$ cat src/rtl/ecam_pkg.sv
package ecam_pkg;
    localparam int BUS_W      = 8;
    localparam int FN_W       = 8;
    localparam int OFF_W      = 12;
    localparam int DATA_W     = 32;
    localparam int ADDR_W     = 2 * DATA_W;
    localparam int SIZE_W     = 5;
    localparam int SIZE_LSB   = 16;
    localparam int ALIGN_W    = 2;
    localparam int REL_W      = BUS_W + FN_W + OFF_W;
    localparam int REASON_W   = 3;

    typedef enum logic [REASON_W-1:0] {
        RSN_NONE       = 3'd0,
        RSN_DISABLED   = 3'd1,
        RSN_MISALIGNED = 3'd2,
        RSN_ROOT_FN    = 3'd3,
        RSN_LINK_DOWN  = 3'd4
    } reason_e;

    typedef enum logic [1:0] {
        SEL_CTRL    = 2'd0,
        SEL_BASE_LO = 2'd1,
        SEL_BASE_HI = 2'd2,
        SEL_NONE    = 2'd3
    } reg_sel_e;

    typedef struct packed {
        logic                valid;
        logic                accept;
        reason_e             reason;
        logic                write;
        logic [DATA_W-1:0]   fill;
        logic [ADDR_W-1:0]   addr;
    } rsp_t;

    // Packed window-relative offset: bus above devfn above register offset.
    function automatic logic [REL_W-1:0] rel_offset(
        input logic [BUS_W-1:0] bus,
        input logic [FN_W-1:0]  devfn,
        input logic [OFF_W-1:0] off
    );
        return {bus, devfn, off};
    endfunction

    // Access decision, highest-priority rejection first.
    function automatic reason_e classify(
        input logic             en,
        input logic [BUS_W-1:0] root,
        input logic             link,
        input logic [BUS_W-1:0] bus,
        input logic [FN_W-1:0]  devfn,
        input logic [OFF_W-1:0] off
    );
        if (!en)                              return RSN_DISABLED;
        if (off[ALIGN_W-1:0] != '0)           return RSN_MISALIGNED;
        if (bus == root && devfn != '0)       return RSN_ROOT_FN;
        if (bus != root && !link)             return RSN_LINK_DOWN;
        return RSN_NONE;
    endfunction
endpackage

$ cat src/rtl/ecam_regs.sv
module ecam_regs
    import ecam_pkg::*;
#(
    parameter bit PRESENT      = 1'b1,
    parameter int SIZE_DEFAULT = 12
) (
    input  logic                clk,
    input  logic                rst,
    input  logic                we,
    input  logic [1:0]          sel,
    input  logic [DATA_W-1:0]   wdata,
    output logic                enable,
    output logic [SIZE_W-1:0]   size,
    output logic [ADDR_W-1:0]   base
);
    localparam int HI_W = ADDR_W - DATA_W;

    reg_sel_e sel_e;
    assign sel_e = reg_sel_e'(sel);

    always_ff @(posedge clk) begin
        if (rst) begin
            size <= SIZE_W'(SIZE_DEFAULT);
            base <= '0;
        end else if (we) begin
            case (sel_e)
                SEL_CTRL:    size <= wdata[SIZE_LSB +: SIZE_W];
                SEL_BASE_LO: base[DATA_W-1:0] <= wdata;
                SEL_BASE_HI: base[ADDR_W-1:DATA_W] <= wdata[HI_W-1:0];
                default:     ;
            endcase
        end
    end

    generate
        if (PRESENT) begin : g_present
            always_ff @(posedge clk) begin
                if (rst)                          enable <= 1'b0;
                else if (we && sel_e == SEL_CTRL) enable <= wdata[0];
            end

            a_r8_enable_load: assert property (@(posedge clk) disable iff (rst)
                (we && sel_e == SEL_CTRL) |=> (enable == $past(wdata[0])));
        end else begin : g_absent
            assign enable = 1'b0;
        end
    endgenerate

    a_r8_size_load: assert property (@(posedge clk) disable iff (rst)
        (we && sel_e == SEL_CTRL) |=> (size == $past(wdata[SIZE_LSB +: SIZE_W])));

    a_r9_base_lo_load: assert property (@(posedge clk) disable iff (rst)
        (we && sel_e == SEL_BASE_LO) |=> (base[DATA_W-1:0] == $past(wdata)));

    a_r9_none_sel_keeps_base: assert property (@(posedge clk) disable iff (rst)
        (we && sel_e == SEL_NONE) |=> $stable(base));
endmodule

$ cat src/rtl/ecam_filter.sv
module ecam_filter
    import ecam_pkg::*;
(
    input  logic             enable,
    input  logic [BUS_W-1:0] root_bus,
    input  logic             link_up,
    input  logic [BUS_W-1:0] bus,
    input  logic [FN_W-1:0]  devfn,
    input  logic [OFF_W-1:0] off,
    output reason_e          reason,
    output logic             accept
);
    always_comb begin
        reason = classify(enable, root_bus, link_up, bus, devfn, off);
        accept = (reason == RSN_NONE);
    end
endmodule

$ cat src/rtl/ecam_addr.sv
module ecam_addr
    import ecam_pkg::*;
(
    input  logic [ADDR_W-1:0] base,
    input  logic [BUS_W-1:0]  bus,
    input  logic [FN_W-1:0]   devfn,
    input  logic [OFF_W-1:0]  off,
    output logic [ADDR_W-1:0] addr
);
    assign addr = base + ADDR_W'(rel_offset(bus, devfn, off));
endmodule

$ cat src/rtl/ecam_xlate.sv
module ecam_xlate
    import ecam_pkg::*;
#(
    parameter bit PRESENT      = 1'b1,
    parameter int SIZE_DEFAULT = 12
) (
    input  logic                clk,
    input  logic                rst,
    input  logic                cfg_we,
    input  logic [1:0]          cfg_sel,
    input  logic [DATA_W-1:0]   cfg_wdata,
    output logic                cap_present,
    output logic [BUS_W-1:0]    last_bus,
    input  logic [BUS_W-1:0]    root_bus,
    input  logic                link_up,
    input  logic                req_valid,
    input  logic                req_write,
    input  logic [BUS_W-1:0]    req_bus,
    input  logic [FN_W-1:0]     req_devfn,
    input  logic [OFF_W-1:0]    req_off,
    output logic                rsp_valid,
    output logic                rsp_accept,
    output logic [REASON_W-1:0] rsp_reason,
    output logic [ADDR_W-1:0]   rsp_addr,
    output logic                rsp_write,
    output logic [DATA_W-1:0]   rsp_fill
);
    logic              en;
    logic [SIZE_W-1:0] size;
    logic [ADDR_W-1:0] base;
    reason_e           reason;
    logic              accept;
    logic [ADDR_W-1:0] addr;
    rsp_t              rsp_q;

    ecam_regs #(.PRESENT(PRESENT), .SIZE_DEFAULT(SIZE_DEFAULT)) u_regs (
        .clk(clk), .rst(rst), .we(cfg_we), .sel(cfg_sel), .wdata(cfg_wdata),
        .enable(en), .size(size), .base(base)
    );

    ecam_filter u_filter (
        .enable(en), .root_bus(root_bus), .link_up(link_up),
        .bus(req_bus), .devfn(req_devfn), .off(req_off),
        .reason(reason), .accept(accept)
    );

    ecam_addr u_addr (
        .base(base), .bus(req_bus), .devfn(req_devfn), .off(req_off), .addr(addr)
    );

    always_ff @(posedge clk) begin
        if (rst) begin
            rsp_q <= '{valid: 1'b0, accept: 1'b0, reason: RSN_NONE, write: 1'b0,
                       fill: '0, addr: '0};
        end else begin
            rsp_q.valid  <= req_valid;
            rsp_q.accept <= req_valid && accept;
            rsp_q.reason <= req_valid ? reason : RSN_NONE;
            rsp_q.write  <= req_valid && accept && req_write;
            rsp_q.fill   <= (req_valid && !accept && !req_write) ? '1 : '0;
            rsp_q.addr   <= (req_valid && accept) ? addr : '0;
        end
    end

    assign cap_present = PRESENT;
    assign last_bus    = BUS_W'(size);
    assign rsp_valid   = rsp_q.valid;
    assign rsp_accept  = rsp_q.accept;
    assign rsp_reason  = rsp_q.reason;
    assign rsp_addr    = rsp_q.addr;
    assign rsp_write   = rsp_q.write;
    assign rsp_fill    = rsp_q.fill;

    a_r2_one_cycle_response: assert property (@(posedge clk) disable iff (rst)
        req_valid |=> rsp_valid);

    a_r3_disabled_rejects: assert property (@(posedge clk) disable iff (rst)
        (req_valid && !en) |=> (!rsp_accept && rsp_reason == RSN_DISABLED && rsp_addr == '0));

    a_r4_root_single_fn: assert property (@(posedge clk) disable iff (rst)
        (req_valid && en && req_bus == root_bus && req_devfn != '0 &&
         req_off[ALIGN_W-1:0] == '0) |=> (rsp_reason == RSN_ROOT_FN));

    a_r5_link_down_blocks: assert property (@(posedge clk) disable iff (rst)
        (req_valid && en && req_bus != root_bus && !link_up &&
         req_off[ALIGN_W-1:0] == '0) |=> (rsp_reason == RSN_LINK_DOWN && !rsp_accept));

    a_r7_write_needs_accept: assert property (@(posedge clk) disable iff (rst)
        rsp_write |-> rsp_accept);

    a_r7_reject_zero_addr: assert property (@(posedge clk) disable iff (rst)
        (rsp_valid && !rsp_accept) |-> (rsp_addr == '0));
endmodule

$ cat config.mk
export PLATFORM = sky130hd
export DESIGN_NAME = ecam_xlate
export DESIGN_NICKNAME = d
export VERILOG_FILES = /design/src/rtl/ecam_pkg.sv /design/src/rtl/ecam_regs.sv /design/src/rtl/ecam_filter.sv /design/src/rtl/ecam_addr.sv /design/src/rtl/ecam_xlate.sv
export SDC_FILE = /design/constraint.sdc
export NUM_CORES = 1
export LEC_CHECK = 0
export ABC_CLOCK_PERIOD_IN_PS = 2400
export BUFFER_PORTS_ARGS = -buffer_cell sky130_fd_sc_hd__buf_2
export CORE_ASPECT_RATIO = 1.75
export CORE_UTILIZATION = 30
export CTS_CLUSTER_DIAMETER = 80
export DETAILED_ROUTE_END_ITERATION = 7
export PLACE_DENSITY_LB_ADDON = 0.15
export SLEW_MARGIN = 30
export SYNTH_ARGS = -nofsm -noshare
export SYNTH_HDL_FRONTEND = slang
export SYNTH_SLANG_ARGS = --single-unit
$ cat constraint.sdc
create_clock -name clk -period 2.4 [get_ports clk]
set_input_delay 0.48 -clock clk [delete_from_list [all_inputs] [get_ports clk]]
set_output_delay 0.48 -clock clk [all_outputs]
set_load 0.1 [all_outputs]
=== Word level (Yosys, flattened, before mapping) ===
Cells that the tools add are included.

* Add/sub/neg operators: 1
* $mul: 0
* Div/mod/pow operators: 0
* Order comparisons: 0
* Equal/unequal tests: 4
* Shift-type cells: 0
* Muxes and demuxes: 18
* Bitwise operators: 2
* Reductions and logical operators: 19

{| class="wikitable"
|+ Operators by type and width
! operator !! count
|-
| $add A64 B28 Y64 || 1
|-
| $mux W32 || 1
|-
| $mux W3 || 8
|-
| $mux W1 || 9
|-
| $eq A8 B8 Y1 || 1
|-
| $ne A8 B8 Y1 || 1
|-
| $reduce_bool A8 Y1 || 1
|-
| $logic_and A1 B1 Y1 || 7
|-
| $reduce_and A2 Y1 || 3
|-
| $reduce_or A2 Y1 || 2
|-
| $logic_not A1 Y1 || 3
|-
| $logic_not A3 Y1 || 1
|-
| $eq A2 B1 Y1 const B || 1
|-
| $eq A2 B2 Y1 const B || 1
|-
| $logic_not A2 Y1 || 1
|-
| $not A1 Y1 || 2
|-
| $reduce_bool A2 Y1 || 1
|}

* Register bits after elaboration: 172
* Latch bits: 0
* RAM bits: 0
* ROM bits: 0
* Input port bits: 76
* Output and inout bits: 111
* Logic and storage cells: 54
* Memories kept: 0

=== Logic depth before layout (Yosys ltp) ===
Gate-level depths: netlist of the first run.

* Depth after elaboration: 17
* Mapped depth: 10

=== Cells and area by module ===
Synthesis of the first run repeated with hierarchy kept, for this count alone.

* Cell total of the unflattened synthesis: 807
* Area, all modules: 7762.4 um2

{| class="wikitable"
|+ By module, submodules not included
! module !! instances !! cells each !! area an instance (um2)
|-
| ecam_regs || 1 || 269 || 2914.0
|-
| ecam_xlate || 1 || 200 || 2509.9
|-
| ecam_addr || 1 || 315 || 2153.3
|-
| ecam_filter || 1 || 23 || 185.2
|}

=== Worst setup path after synthesis of the first run ===
Ideal clock, no wire load.

* Path kind: input -> register
* Start: input port req_off[0]
* End: register rsp_q (netlist bit rsp_addr[24])
* Arrival: 2.347 ns
* Required time: 2.272 ns
* Slack: -0.075 ns
* Stages on the path: 9
* Buffers on the path: 0
* Cells stage by stage: ha_1 -> fa_1 -> a211oi_1 -> o21ai_1 -> a21oi_1 -> o21ai_1 -> o31a_1 -> xnor2_1 -> nor2_1

* Word-level cells in the longest chain between the ends: 12

{| class="wikitable"
|+ RTL lines
! item !! RTL line !! text
|-
| start: declaration || ecam_xlate.sv:20 || <nowiki>input logic [OFF_W-1:0] req_off,</nowiki>
|-
| $reduce_bool A2 Y1 || ecam_pkg.sv:56 || <nowiki>if (off[ALIGN_W-1:0] != '0) return RSN_MISALIGNED;</nowiki>
|-
| $mux W3 || ecam_pkg.sv:56 ||
|-
| $mux W3 || ecam_pkg.sv:57 || <nowiki>if (bus == root && devfn != '0) return RSN_ROOT_FN;</nowiki>
|-
| $mux W3 || ecam_pkg.sv:58 || <nowiki>if (bus != root && !link) return RSN_LINK_DOWN;</nowiki>
|-
| $mux W3 || ecam_pkg.sv:59 || <nowiki>return RSN_NONE;</nowiki>
|-
| $mux W3 || ecam_pkg.sv:58 ||
|-
| $mux W3 || ecam_pkg.sv:57 ||
|-
| $mux W3 || ecam_pkg.sv:56 ||
|-
| $logic_not A3 Y1 || ecam_filter.sv:15 || <nowiki>accept = (reason == RSN_NONE);</nowiki>
|-
| $logic_and A1 B1 Y1 || ecam_xlate.sv:61 || <nowiki>rsp_q.addr <= (req_valid && accept) ? addr : '0;</nowiki>
|-
| $not A1 Y1 (no line) || - ||
|-
| $reduce_or A2 Y1 (no line) || - ||
|-
| end signal: assignment || ecam_xlate.sv:53 || <nowiki>rsp_q <= '{valid: 1'b0, accept: 1'b0, reason: RSN_NONE, write: 1'b0,</nowiki>
|-
| end: declaration || ecam_xlate.sv:34 || <nowiki>rsp_t rsp_q;</nowiki>
|}

Several ways; a longest one is shown, not always the timed one. The select of a mux whose other input is x is not followed.
A chain may end at the register's enable or synchronous reset.

=== Worst setup path after layout of the first run ===
* Start: register u_regs.base[6]
* End: register rsp_q (netlist bit rsp_addr[58])

* Word-level cells in the longest chain between the ends: 1

{| class="wikitable"
|+ RTL lines
! item !! RTL line !! text
|-
| start: declaration || ecam_regs.sv:14 || <nowiki>output logic [ADDR_W-1:0] base</nowiki>
|-
| start signal: indexed assignment || ecam_regs.sv:28 || <nowiki>SEL_BASE_LO: base[DATA_W-1:0] <= wdata;</nowiki>
|-
| start signal: indexed assignment || ecam_regs.sv:29 || <nowiki>SEL_BASE_HI: base[ADDR_W-1:DATA_W] <= wdata[HI_W-1:0];</nowiki>
|-
| $add A64 B28 Y64 || ecam_addr.sv:10 || <nowiki>assign addr = base + ADDR_W'(rel_offset(bus, devfn, off));</nowiki>
|}

Every way passes these cells.

==> flow_summary.json, run 1 <==
{
  "status": "finished with violations",
  "violations": "negative setup slack",
  "drc_errors": 0,
  "cp_cell_sequence": "ha_4 > buf_6 > o211ai_1 > a21oi_2 > nand3_4 > a21oi_4 > o21ai_4 > buf_12 > or4_4 > a21oi_2",
  "finalHoldViolCount": 0,
  "p_leak_nw": 4.22,
  "r2r-start": "u_regs.base[6]$_SDFFE_PP0P_",
  "timing.rr.end": "rsp_addr[58]$_SDFF_PP0_",
  "first_pass_iters": 4,
  "reg2reg_slack_ns": -0.004,
  "cts_tree": "done",
  "crit_top_cell": "a21oi_2",
  "async_flop_share_pct": 0,
  "hold_end": "rsp_reason[2]$_SDFF_PP0_",
  "setup_tns_ns": -0.00403,
  "rsz0062_at_grt": "true",
  "initial_core_util_pct": 30.6,
  "ys_ff_latch": 141,
  "hp-class": "in2reg",
  "synth.distinct_cells": 62,
  "cts_hold_buf": 0,
  "io_buffers": 182,
  "layout_setup_ws_ns": -0.00403,
  "slowest_stage": "or4_4",
  "wire_per_inst_um": 15.9,
  "antenna_found_initial": 1,
  "finalCriticalPeriod_ns": 2.40,
  "fin_cells": 1459,
  "synth-edff-count": 0,
  "ctsRootBufferMaster": "clkbuf_16",
  "seqCellArea_um2": 2830,
  "ys.flop_type": "dfxtp_1",
  "stdcell_area_um2": 10100,
  "nFillCells": 2310,
  "cts_sinks": 141,
  "internal-power_w": 0.00430,
  "worst_pin_slew_ns": 0.775,
  "gr-total-overflow": 0,
  "crit_type": "reg2reg",
  "clkLatencyLatePin_ns": 0.43,
  "dpl.hpwl_um": 17700,
  "fin_hold_ws_ns": 0.231,
  "place_congestion": 0.845,
  "cp.required_ns": 2.76,
  "min_from": "link_up",
  "grt_pass1_vias": 6797,
  "period_share_pct": 100,
  "syn_area_um2": 6960,
  "crit_fanout": 7,
  "setup_viol": 1,
  "max_stage_delay_ns": 0.41,
  "htree_num_levels": 4,
  "ys_seq_area_share_pct": 40.6,
  "ir_drop_v": 0.000407,
  "routed_wl_um": 23200,
  "p_sw_share_pct": 29.0,
  "p_comb_share_pct": 16.1,
  "clkTransAtPathRegs_ns": 0.06,
  "die_h_um": 203,
  "cts_buffers": 17,
  "p_clk_share_pct": 44.0,
  "cp-end-kind": "register",
  "p_seq_share_pct": 40.0,
  "viasPerCell": 4.77,
  "multi_input_area_um2": 4090,
  "r2r_cells": 10,
  "pre_cts_ws_ns": -0.558,
  "area_delta_synth_final_pct": 44.9,
  "relSlewSlack_pct": 48.3,
  "cellPowerDensity_nw_per_um2": 601,
  "finClkSkew_ns": 0.00922,
  "cp-start-kind": "register",
  "placedCellCount": 1414,
  "syn_inst": 860,
  "synth_warnings": 0,
  "clk_path_buf_depth": 2,
  "core_area_um2": 22700,
  "grt_pass1_wl_um": 35400,
  "switching_power_w": 0.00176,
  "pin_count": 187,
  "postPlaceCellArea_um2": 8930,
  "synth_area_per_cell_um2": 8.09,
  "max-cap-violations": 0,
  "drtIter0Drc": 290,
  "num_vias": 6962,
  "dieWidth_um": 117,
  "slew_viol_final": 0,
  "rows": 73,
  "track_usage_pct": 19.9,
  "clock.fmax_mhz": 416,
  "whs_path_depth": 2,
  "dieArea_um2": 23800,
  "grt_max_degree": 71,
  "drive_gt1_share_pct": 38.9,
  "arrival_ns": 2.76,
  "nets": 1250,
  "ant_nets": 0
}
==> logic make-up after synthesis <==
| group | after synthesis | share of synthesized area [%] |
|---|---|---|
| multiplexers | 6 | 0.863 |
| AND/OR/NAND/NOR | 322 | 20.9 |
| adder cells (fa/ha/maj) | 29 | 5.32 |
| flip-flops | 141 | 40.6 |
| buffers and inverters | 86 | 6.98 |
| AO/OA/AOI/OAI | 236 | 20.5 |
| other | 2 | 0.108 |
| XOR/XNOR | 38 | 4.78 |
==> synthesized netlist by cell type (all sizes together), types with 2 or more instances <==
| library cell | n | area [um2] |
|---|---|---|
| or4 | 7 | 52.6 |
| and2 | 9 | 57.6 |
| a31oi | 4 | 40.0 |
| conb | 2 | 7.51 |
| inv | 9 | 33.8 |
| buf | 49 | 345 |
| nor4 | 3 | 25.0 |
| o211ai | 3 | 22.5 |
| nand4 | 8 | 56.3 |
| and4 | 2 | 17.5 |
| o31ai | 7 | 52.6 |
| a21oi | 129 | 664 |
| nor2 | 58 | 228 |
| a21boi | 5 | 37.5 |
| clkbuf | 27 | 103 |
| mux2i | 6 | 60.1 |
| nor2b | 2 | 12.5 |
| a211oi | 9 | 80.1 |
| nand3 | 15 | 75.1 |
| ha | 28 | 350 |
| o21bai | 3 | 22.5 |
| nand2b | 3 | 18.8 |
| xnor2 | 20 | 175 |
| nand2 | 174 | 653 |
| xor2 | 18 | 158 |
| and3 | 9 | 56.3 |
| dfxtp | 141 | 2820 |
| o2111ai | 6 | 71.3 |
| a211o | 2 | 17.5 |
| or3 | 20 | 125 |
| nor3b | 2 | 15.0 |
| o21ai | 48 | 252 |
| o21a | 8 | 60.1 |
| a21o | 6 | 45.0 |
| nor3 | 6 | 30.0 |
==> layout by cell type (no fill, tap or decap), types with 7 or more instances in the layout <==
cell         n
inv_1        9
buf_2      182
and3_1       9
ha_1        15
o21a_1       8
nor2_1      51
ha_4        10
dfxtp_1    137
buf_4      149
nand4_1      7
nand3_1     12
xnor2_1     20
clkbuf_16   19
nand2_1    171
o21ai_2     11
o31ai_1      7
o21ai_1     12
or3_1       19
xor2_1      18
a21oi_1    111
a21oi_2     14
o21ai_0     23
and2_1       8
==> state kept, by name (all words and copies together) (netlist names) <==
signal	flops
rsp_accept	1
rsp_addr	64
rsp_fill	1
rsp_reason	3
rsp_valid	1
rsp_write	1
u_regs.base	64
u_regs.enable	1
u_regs.size	5
==> how the worst max path moves through the flow <==
stage                                      startpoint                 endpoint  cells after the start  slack [ns]
after detailed placement                   req_off[6]  rsp_addr[32]$_SDFF_PP0_                     11       -0.56
after global routing      u_regs.base[0]$_SDFFE_PP0P_  rsp_addr[36]$_SDFF_PP0_                     10       -0.10
after global placement                     req_off[6]  rsp_addr[32]$_SDFF_PP0_                     11       -0.56
after floorplan                            req_off[0]  rsp_addr[36]$_SDFF_PP0_                     10      -0.005
final                     u_regs.base[6]$_SDFFE_PP0P_  rsp_addr[58]$_SDFF_PP0_                     10      -0.004
after CTS                 u_regs.base[3]$_SDFFE_PP0P_  rsp_addr[58]$_SDFF_PP0_                     10       -0.06
==> metal layers <==
layer / vias to the layer above / share of wire, % / track usage [%]
li1: 3511 / - / -
met1: 3210 / 39 / 22.2
met2: 198 / 54 / 35.8
met3: 43 / 3.3 / 3.68
met4: 0 / 3.3 / 8.95
met5: - / 0 / 0
==> cell type report <==
| cell class | count | share of cell area (%) |
|---|---|---|
| Tap cell | 300 | 3.72 |
| Sequential cell | 141 | 28.1 |
| Inverter | 10 | 0.372 |
| Clock buffer | 19 | 4.39 |
| Timing Repair Buffer | 340 | 21.5 |
| Clock inverter | 13 | 1.39 |
| Multi-Input combinational cell | 635 | 40.5 |
| Antenna cell | 1 | 0.0248 |
==> repair_timing <==
| action | in CTS | in global routing |
|---|---|---|
| gates resized for setup | 22 | 74 |
| pin swaps | 10 | 30 |
| cloned | 0 | 3 |
| endpoints found under the setup margin | 39 | 44 |
| setup buffers | 6 | 3 |
==> power by group through the flow <==
| stage | clock network, W | logic (W) | registers [W] |
|---|---|---|---|
| 2_1_floorplan | 0 | 0.000543 | 0.00251 |
| 3_3_place_gp | 0 | 0.000905 | 0.00247 |
| 3_5_place_dp | 0 | 0.000907 | 0.00247 |
| 4_1_cts | 0.00274 | 0.000928 | 0.00242 |
| 5_1_grt | 0.00283 | 0.00105 | 0.00243 |
| 6_report | 0.00266 | 0.000973 | 0.00242 |
==> critical path, delay by kind of cell (launching register included) <==
family,cells,cell delay (ns)
compound gates,5,0.87
flops,1,0.36
simple gates,2,0.54
fa+ha+maj,1,0.29
buf+inv,2,0.25
==> metrics by stage <==
step	total power (W)	utilization (%)
finish	0.00606	44.3
global route	0.00631	44.3
CTS	0.00609	42.5
detailed placement	0.00338	39.3
global placement	0.00338	39.3
floorplan	0.00306	-
Power figures use the tool's default switching activity.
==> run 2: changes to the inputs <==
SYNTH_HIERARCHICAL = 1   (was default)
==> run 2 against run 1 <==
Net effect:
- non-clock buffer count rose by 12
- largest cell class unchanged
- die area rose by 11%
- sequential cell count did not move
- the run still ends with negative setup slack left
- largest power group unchanged
==> flow_summary.json, run 2 <==
{
  "clkLatencyLatePin_ns": 0.45,
  "core_area_um2": 25300,
  "setup_tns_ns": -11.79,
  "synthMuxAreaShare_pct": 9.16,
  "cts_hold_buf": 0,
  "cp_cell_sequence": "ha_4 > fa_2 > a21o_1 > a221oi_2 > or4_4 > a311o_1 > a21o_1 > nor3b_4 > buf_6 > and3_1 > xor2_1 > and4b_1",
  "mostFrequentLayoutCells": "buf_2, buf_4, dfxtp_1",
  "drc_errors": 0,
  "synth_area_per_cell_um2": 9.62,
  "synth_top_area_share_pct": 36.4,
  "first_pass_iters": 4,
  "wire_per_inst_um": 17.3,
  "setup_viol": 44,
  "rows": 77,
  "cp.required_ns": 2.78,
  "ys.flop_type": "dfxtp_1",
  "synth_compound_area_share_pct": 7.01,
  "initial_core_util_pct": 30.6,
  "max_stage_delay_ns": 0.51,
  "dieWidth_um": 124,
  "timing.rr.end": "rsp_addr[48]$_SDFF_PP0_",
  "cp-start-kind": "register",
  "dpl.hpwl_um": 18900,
  "cellPowerDensity_nw_per_um2": 545,
  "antenna_found_initial": 0,
  "arrival_ns": 3.31,
  "syn_area_um2": 7760,
  "cts_buffers": 17,
  "num_vias": 6838,
  "relSlewSlack_pct": 56.2,
  "fin_hold_ws_ns": 0.206,
  "ant_nets": 0,
  "final_util_pct": 44.6,
  "die_h_um": 215,
  "syn_inst": 807,
  "finClkSkew_ns": 0.00617,
  "dieArea_um2": 26500,
  "place_congestion": 0.857,
  "crit_type": "reg2reg",
  "synth_top_family_by_area": "simple AND/OR/NAND/NOR gates",
  "viasPerCell": 4.80,
  "grt_pass1_vias": 6951,
  "finalHoldViolCount": 0,
  "synth_xor_area_share_pct": 7.90,
  "pin_count": 187,
  "r2r-start": "u_regs/base[0]$_SDFFE_PP0P_",
  "antenna_cells": 0,
  "slew_viol_final": 0,
  "rsz0062_at_grt": "true",
  "ys_ff_latch": 141,
  "final_common_cell": "buf_2",
  "ctsRootBufferMaster": "clkbuf_16",
  "drtIter0Drc": 205,
  "reg2reg_slack_ns": -0.53,
  "routed_wl_um": 24700,
  "yosys-top-cells-area": "dfxtp_1, mux2i_1, and4b_1, nand2b_1, ha_1",
  "nets": 1201,
  "finalCriticalPeriod_ns": 2.93,
  "grt_pass1_wl_um": 37400,
  "synthMostInstantiatedCell": "dfxtp_1",
  "max-cap-violations": 0,
  "hp-class": "in2reg",
  "status": "finished with violations",
  "async_flop_share_pct": 0,
  "seqCellArea_um2": 2840,
  "clkTransAtPathRegs_ns": 0.06,
  "drive_gt1_share_pct": 44.9,
  "nFillCells": 2488,
  "p_leak_nw": 5.62,
  "layout_setup_ws_ns": -0.527,
  "cp-end-kind": "register",
  "r2r_cells": 12,
  "crit_fanout": 7,
  "slowest_stage": "or4_4",
  "clock.fmax_mhz": 342,
  "yosys.area_share.simple_pct": 27.5,
  "power_w": 0.00616,
  "crit_top_cell": "a21o_1",
  "worst_pin_slew_ns": 0.656,
  "ir_drop_v": 0.000569,
  "gr-total-overflow": 0,
  "area_delta_synth_final_pct": 45.6,
  "track_usage_pct": 19.1,
  "yosysTopAreaCell": "dfxtp_1",
  "ys_seq_area_share_pct": 36.4,
  "startpoint": "u_regs/base[0]$_SDFFE_PP0P_",
  "synth_warnings": 6,
  "synthAdderAreaFrac_pct": 4.77,
  "synth-edff-count": 0,
  "clk_path_buf_depth": 2,
  "cts_tree": "done",
  "synth.distinct_cells": 59,
  "violations": "negative setup slack",
  "cts_sinks": 141,
  "synth_commonest_cells": "dfxtp_1, nand2b_1, mux2i_1",
  "io_buffers": 182,
  "grt_max_degree": 69,
  "period_share_pct": 122,
  "crit_path_end": "rsp_addr[48]$_SDFF_PP0_",
  "htree_num_levels": 4,
  "multi_input_area_um2": 5130
}
## run 2: cell types whose count changed in the layout (fill, tap and decap cells not counted), moves of 18 or more
cell / delta
a21oi_1: -95
mux2i_1: +64
or3_1: -18
nand2b_1: +97
and4b_1: +66
nand2_1: -140
xor2_1: +19
nor2_1: -31
## run 2: worst min path at each step
stage,start,slack (ns),to,cells after the start
after CTS,req_write,0.18,rsp_fill[30]$_SDFF_PP0_,2
final,req_write,0.21,rsp_fill[30]$_SDFF_PP0_,2
after detailed placement,u_regs/size[1]$_SDFFE_PP0P_,0.47,u_regs/size[1]$_SDFFE_PP0P_,2
after floorplan,u_regs/base[44]$_SDFFE_PP0P_,0.45,u_regs/base[44]$_SDFFE_PP0P_,2
after global placement,u_regs/size[1]$_SDFFE_PP0P_,0.47,u_regs/size[1]$_SDFFE_PP0P_,2
after global routing,req_write,0.20,rsp_fill[30]$_SDFF_PP0_,2
## run 2: through the flow
stage,area (um2),setup WS [ns],cells
2_1_floorplan,7940,-0.513,809
3_3_place_gp,9930,-0.809,1374
3_5_place_dp,9930,-0.825,1374
4_1_cts,10800,-0.549,1413
5_1_grt,11300,-0.666,1425
6_report,11300,-0.527,1425
## run 2: cell families (layout without fill, tap and decap cells)
logic type	count (synthesis)	in the layout
multiplexers	71	71
buffers and inverters	90	390
flip-flops	141	141
adder cells (fa/ha/maj)	29	29
other	2	4
AND/OR/NAND/NOR	319	319
XOR/XNOR	70	70
AO/OA/AOI/OAI	85	85
## run 2: timing repair
| action | CTS | global route |
|---|---|---|
| setup endpoints to repair | 49 | 81 |
| setup buffers | 7 | 14 |
| pin swaps | 33 | 45 |
| gates resized for setup | 50 | 81 |
## run 2: cell type report
class	count	share of cell area, %
clock buffer	19	3.92
clock inverter	13	1.26
inverter	6	0.199
multi-input combinational	578	45.4
timing repair buffer	352	20.6
tap	316	3.50
sequential	141	25.1
## run 2: metal layers
metal,up-vias,track usage (%),part of all wire (%)
met4,0,7.79,2.6
met3,35,3.53,3.4
li1,3401,-,-
met2,158,35.7,55
met5,-,0,0
met1,3244,20.3,39
## run 2: report_power, final
part / leakage, nW / internal [W] / total (W) / switching [W]
logic: 4.21 / 0.000450 / 0.00109 / 0.000641
registers: 1.15 / 0.00239 / 0.00243 / 0.0000407
clock network: 0.260 / 0.00155 / 0.00264 / 0.00109
## run 2: critical path, delay by kind of cell (launching register included)
kind            cells  cell delay (ns)
compound gates      4             0.82
buf+inv             1             0.15
fa+ha+maj           2             0.35
simple gates        4             1.07
xor+xnor            1             0.13
flops               1             0.35
